<file path="src/rtl/spr0_hit_detect.sv">
module spr0_hit_detect #(
  parameter int XW      = 8,
  parameter int IDXW    = 2,
  parameter int CLIP_W  = 8,
  parameter int LAST_X  = 255
) (
  input  logic            clk,
  input  logic            rst_n,
  input  logic            pix_valid,
  input  logic [XW-1:0]   pix_x,
  input  logic [IDXW-1:0] bg_idx,
  input  logic [IDXW-1:0] spr_idx,
  input  logic            bg_on,
  input  logic            spr_on,
  input  logic            bg_left_en,
  input  logic            spr_left_en,
  input  logic            s0_next,
  input  logic            line_start,
  input  logic            frame_clr,
  output logic            hit_flag
);
  localparam logic [XW-1:0] CLIP_END = XW'(CLIP_W);
  localparam logic [XW-1:0] EDGE_X   = XW'(LAST_X);

  logic s0_cur;
  logic opaque_both;
  logic render_ok;
  logic in_clip;
  logic x_ok;
  logic hit_now;

  assign opaque_both = (|bg_idx) && (|spr_idx);
  assign render_ok   = bg_on && spr_on;
  assign in_clip     = (pix_x < CLIP_END) && !(bg_left_en && spr_left_en);
  assign x_ok        = !in_clip && (pix_x != EDGE_X);
  assign hit_now     = pix_valid && s0_cur && opaque_both && render_ok && x_ok;

  always_ff @(posedge clk) begin
    if (!rst_n)          s0_cur <= 1'b0;
    else if (line_start) s0_cur <= s0_next;
  end

  always_ff @(posedge clk) begin
    if (!rst_n)         hit_flag <= 1'b0;
    else if (frame_clr) hit_flag <= 1'b0;
    else if (hit_now)   hit_flag <= 1'b1;
  end
endmodule

</file>
<file path="config.mk">
export PLATFORM = sky130hd
export DESIGN_NAME = spr0_hit_detect
export DESIGN_NICKNAME = d
export VERILOG_FILES = /design/src/rtl/spr0_hit_detect.sv
export SDC_FILE = /design/constraint.sdc
export NUM_CORES = 1
export LEC_CHECK = 0
export BUFFER_PORTS_ARGS = -buffer_cell sky130_fd_sc_hd__buf_2
export CORE_AREA = 2 2 39 41
export CTS_CLUSTER_SIZE = 30
export DETAILED_ROUTE_END_ITERATION = 8
export DIE_AREA = 0 0 41 43
export GPL_TIMING_DRIVEN = 0
export PLACE_DENSITY = 0.43
export SYNTH_ARGS = -nofsm -noshare
export SYNTH_HDL_FRONTEND = slang
export SYNTH_SLANG_ARGS = --single-unit
</file>
<file path="constraint.sdc">
create_clock -name clk -period 1.1 [get_ports clk]
set_clock_uncertainty 0.2 [all_clocks]
set_input_delay 0.22 -clock clk [delete_from_list [all_inputs] [get_ports clk]]
set_output_delay 0.22 -clock clk [all_outputs]
set_load 0.03 [all_outputs]
</file>
# Word level (Yosys, flattened, before mapping)
# Index checks and enable logic that the tools add are counted.
# W data, S select, Z words.
# totals
word_cells	19
latch_bits	0
regBits	2
mem_count	0
mem_bits_rw	0
in_bits	22
mem_bits_ro	0
# op_classes
mux	0
div	0
eq_ne	1
bitwise	1
n_lt_le_gt_ge	1
n_shift	0
addsub	0
n_reduce_logical	14
n_mul	0
# op_table
operator	count
$logic_and A1 B1 Y1	9
$lt A8 B4 Y1 const B	1
$ne A8 B8 Y1 const B	1
$reduce_or A2 Y1	3
$logic_not A1 Y1	2
$not A1 Y1	1

# Logic depth before layout (Yosys ltp)
# depth
ltp_word	6
mapped_depth	3
mapped_depth_nobuf	3

# Least setup slack after synthesis
# OpenSTA, ideal clock, no wires.
# synth_timing
path_kind	input-to-reg
start	in bg_left_en
end	reg hit_flag
path_buffers	0
required_ps	776
setup_slack_ps	65
cell_stages	3
arrival_time_ps	711
setup_time_ps	124
cell_sequence	a211o_1 > nor4_2 > o31ai_1
# synth_via
elab_chain_cells	6
# synth_rtl
item	line	text
start: declaration	15	input logic bg_left_en,
$logic_and A1 B1 Y1	34	assign in_clip = (pix_x < CLIP_END) && !(bg_left_en && spr_left_en);
$logic_not A1 Y1	34	
$logic_and A1 B1 Y1	34	
$logic_not A1 Y1	35	assign x_ok = !in_clip && (pix_x != EDGE_X);
$logic_and A1 B1 Y1	35	
$logic_and A1 B1 Y1	36	assign hit_now = pix_valid && s0_cur && opaque_both && render_ok && x_ok;
end signal: assignment	44	if (!rst_n) hit_flag <= 1'b0;
end signal: assignment	45	else if (frame_clr) hit_flag <= 1'b0;
end signal: assignment	46	else if (hit_now) hit_flag <= 1'b1;
end: declaration	20	output logic hit_flag
# No other way between the ends.
# A chain may end at the register's enable or synchronous reset.

# Worst setup path after layout
# layout_timing
start	reg hit_flag
end	out hit_flag
# No word-level cell between the ends.

==> results by group <==
Min path
  • Worst min path class: input port to flip-flop
  • Hold-critical path depth: 2
  • HP Start: rst_n
  • Worst hold path endpoint: s0_cur

Worst setup path
  • Crit-path max FO: 2
  • Crit-path slowest cell: dfxtp_2
  • Critical-path cell list: buf_6
  • CP top delay family: flip-flops
  • R2r endpoint: hit_flag
  • Biggest cell delay along the critical path: 0.33 ns
  • Worst reg2reg startpoint: s0_cur
  • Critical Path RT: 0.68 ns
  • Critical Path Source: hit_flag
  • Worst Path Buf+Inv: 1
  • Element type at the critical path end: primary output
  • R2R cell count: 3
  • CP arrival: 0.68 ns
  • CP Class: flip-flop to primary output
  • Worst setup SP type: flip-flop
  • Worst R2R Setup Slack: 0.02 ns

Drt
  • 1st-iter DRT viols: 2
  • DRC Markers: 0
  • Vias/cell: 3.818
  • Drt wl/cell: 11.55 um
  • DR vias: 210
  • Routed wire length: 635 um
  • Detailed-router iteration count before antenna repair: 4
  • Remaining antenna violation count: 0

GRT
  • Largest net degree at the start of global routing: 3
  • GR Util All Layers: 9.118%
  • Vias in the first global route: 228
  • Grt ovf: 0
  • First-pass GRT wire length: 924 um
  • Initial antenna violation count: 0

Power and ir drop
  • Worst vdd rail ir drop: 296.5 uV
  • Overall power: 0.2978 mW
  • Pleak: 0.1413 nW
  • Ratio of total power to cell area: 1000 nW/um2

Die
  • Std cell rows: 14
  • Starting density of the core: 9.855%
  • Die Y: 43 um
  • CORE AREA: 1384 um2
  • Top Ports: 23
  • Die area: 1763 um2
  • Die width: 41 um

Job
  • Max-capacitance violation count: 0

Final layout
  • Final instance area: 297.8 um2
  • Diode count: 0
  • Final net count: 63
  • Final core utilization: 21.52%
  • Share of layout cells above drive strength 1: 74.36%
  • Synth-to-layout area growth: 118.3%
  • FILL cells: 170

Clock network
  • CTS H-tree depth: 1
  • Clock Latency Late Sink: 0.23 ns
  • Worst-path clk slew: 0.03 ns
  • Cts bufs inserted: 3
  • Root buffer cell: clkbuf_4
  • # hold bufs at CTS: 0
  • TritonCTS clock tree: built
  • Longest Clk Path Bufs: 2
  • Clk sinks: 2

Yosys
  • Synth Area per Inst: 9.742 um2
  • Sequential area share after synthesis: 29.36%
  • Yosys cell types: 11
  • Post-synth net total: 36
  • Share of the synthesized area in the top cell type: 29.36%
  • FF+latch count, synth: 2
  • Synth Instances: 14
  • Top post-synthesis cells by area: dfxtp_1, o221ai_2, nand4_1
  • Post-synth top area cell: dfxtp_1
  • Post-Syn Area: 136.4 um2
  • Yosys warnings: 0

STA
  • Fin crit period: 1.098 ns
  • RSZ-0062 raised after global routing: yes
  • TNS Setup: 0 ns
  • Crit share post-route: 99.77%
  • Final worst slack: 0.002478 ns
  • Final Setup Violations: 0
  • Slew Limit Fails: 0
  • Rel. slew slack: 86.01%
  • Worst-margin pin slew: 0.2081 ns
  • Count of final hold-check violations: 0
  • Fmax: 911.1 MHz

Placed design
  • Placed Area: 266.5 um2
  • I/O Buffers: 22
  • Placement Setup Slack: -0.08772 ns
  • GP Congestion: 0.7015

Outcome
  • Status: complete, no violations
cells in the final DEF, fill, tap and decap left out, drive strengths merged:
| master | instances |
|---|---|
| dfxtp | 2 |
| a211o | 1 |
| buf | 22 |
| and4 | 1 |
| o21ai | 1 |
| mux2i | 1 |
| o221ai | 1 |
| nand4 | 2 |
| nor2b | 2 |
| clkbuf | 3 |
| o31ai | 1 |
| nand2 | 1 |
| nor4 | 1 |
routing by layer:
metal  up-vias  global-route usage (%)  share of wire (%)
met5         -                       0                  0
met4         0                   8.000                  0
met3         0                   5.236                 22
met2        23                   8.125                 28
met1        78                   13.74                 50
li1        109                       -                  -
how the worst max path moves through the flow:
stage | endpoint | slack [ns] | cells after the start
4_1_cts | hit_flag | -0.01 | 1
3_5_place_dp | hit_flag | -0.09 | 4
2_1_floorplan | hit_flag | 0.06 | 3
3_3_place_gp | hit_flag | -0.09 | 4
6_report | hit_flag | 0.002 | 1
5_1_grt | hit_flag | -0.07 | 3
cells in the mapped netlist:
| cell | instances |
|---|---|
| o21ai_0 | 1 |
| nand2_1 | 1 |
| o31ai_1 | 1 |
| mux2i_1 | 1 |
| nor4_2 | 1 |
| nand4_1 | 2 |
| nor2b_1 | 2 |
| and4_1 | 1 |
| o221ai_2 | 1 |
| a211o_1 | 1 |
| dfxtp_1 | 2 |
timing repair:
| action | CTS | global route |
|---|---|---|
| gates resized for setup | 3 | 1 |
| buffers inserted | 0 | 0 |
| gates cloned | 0 | 0 |
| setup endpoints to repair | 2 | 2 |
| pin swaps | 1 | 0 |
sequential cells by signal, summed over array words and instances (netlist names):
register / count
s0_cur: 1
hit_flag: 1
power breakdown:
group / total [mW] / switching (mW) / internal [mW]
clock network: 0.166 / 0.0449 / 0.121
logic: 0.0556 / 0.0220 / 0.0336
registers: 0.0767 / 0.000876 / 0.0758
layout make-up:
type	count	area [um2]	area share, %
well taps	16	20.02	6.723
repair buffers	22	116.4	39.08
multi-input cells	12	96.34	32.35
flip-flops and latches	2	42.54	14.29
clock buffers	3	22.52	7.563
stage by stage:
stage | hold WS [ns] | std cells
after floorplan | 0.1482 | 14
after global placement | 0.2369 | 52
after detailed placement | 0.2581 | 52
after CTS | 0.04006 | 55
after global routing | 0.06401 | 55
final | 0.03987 | 55
kinds of logic after synthesis:
| logic type | share of synthesized area (%) |
|---|---|
| AND/OR/NAND/NOR | 36.69 |
| flip-flops | 29.36 |
| AO/OA/AOI/OAI | 26.60 |
| multiplexers | 7.340 |
(Power assumes the default switching activity.)
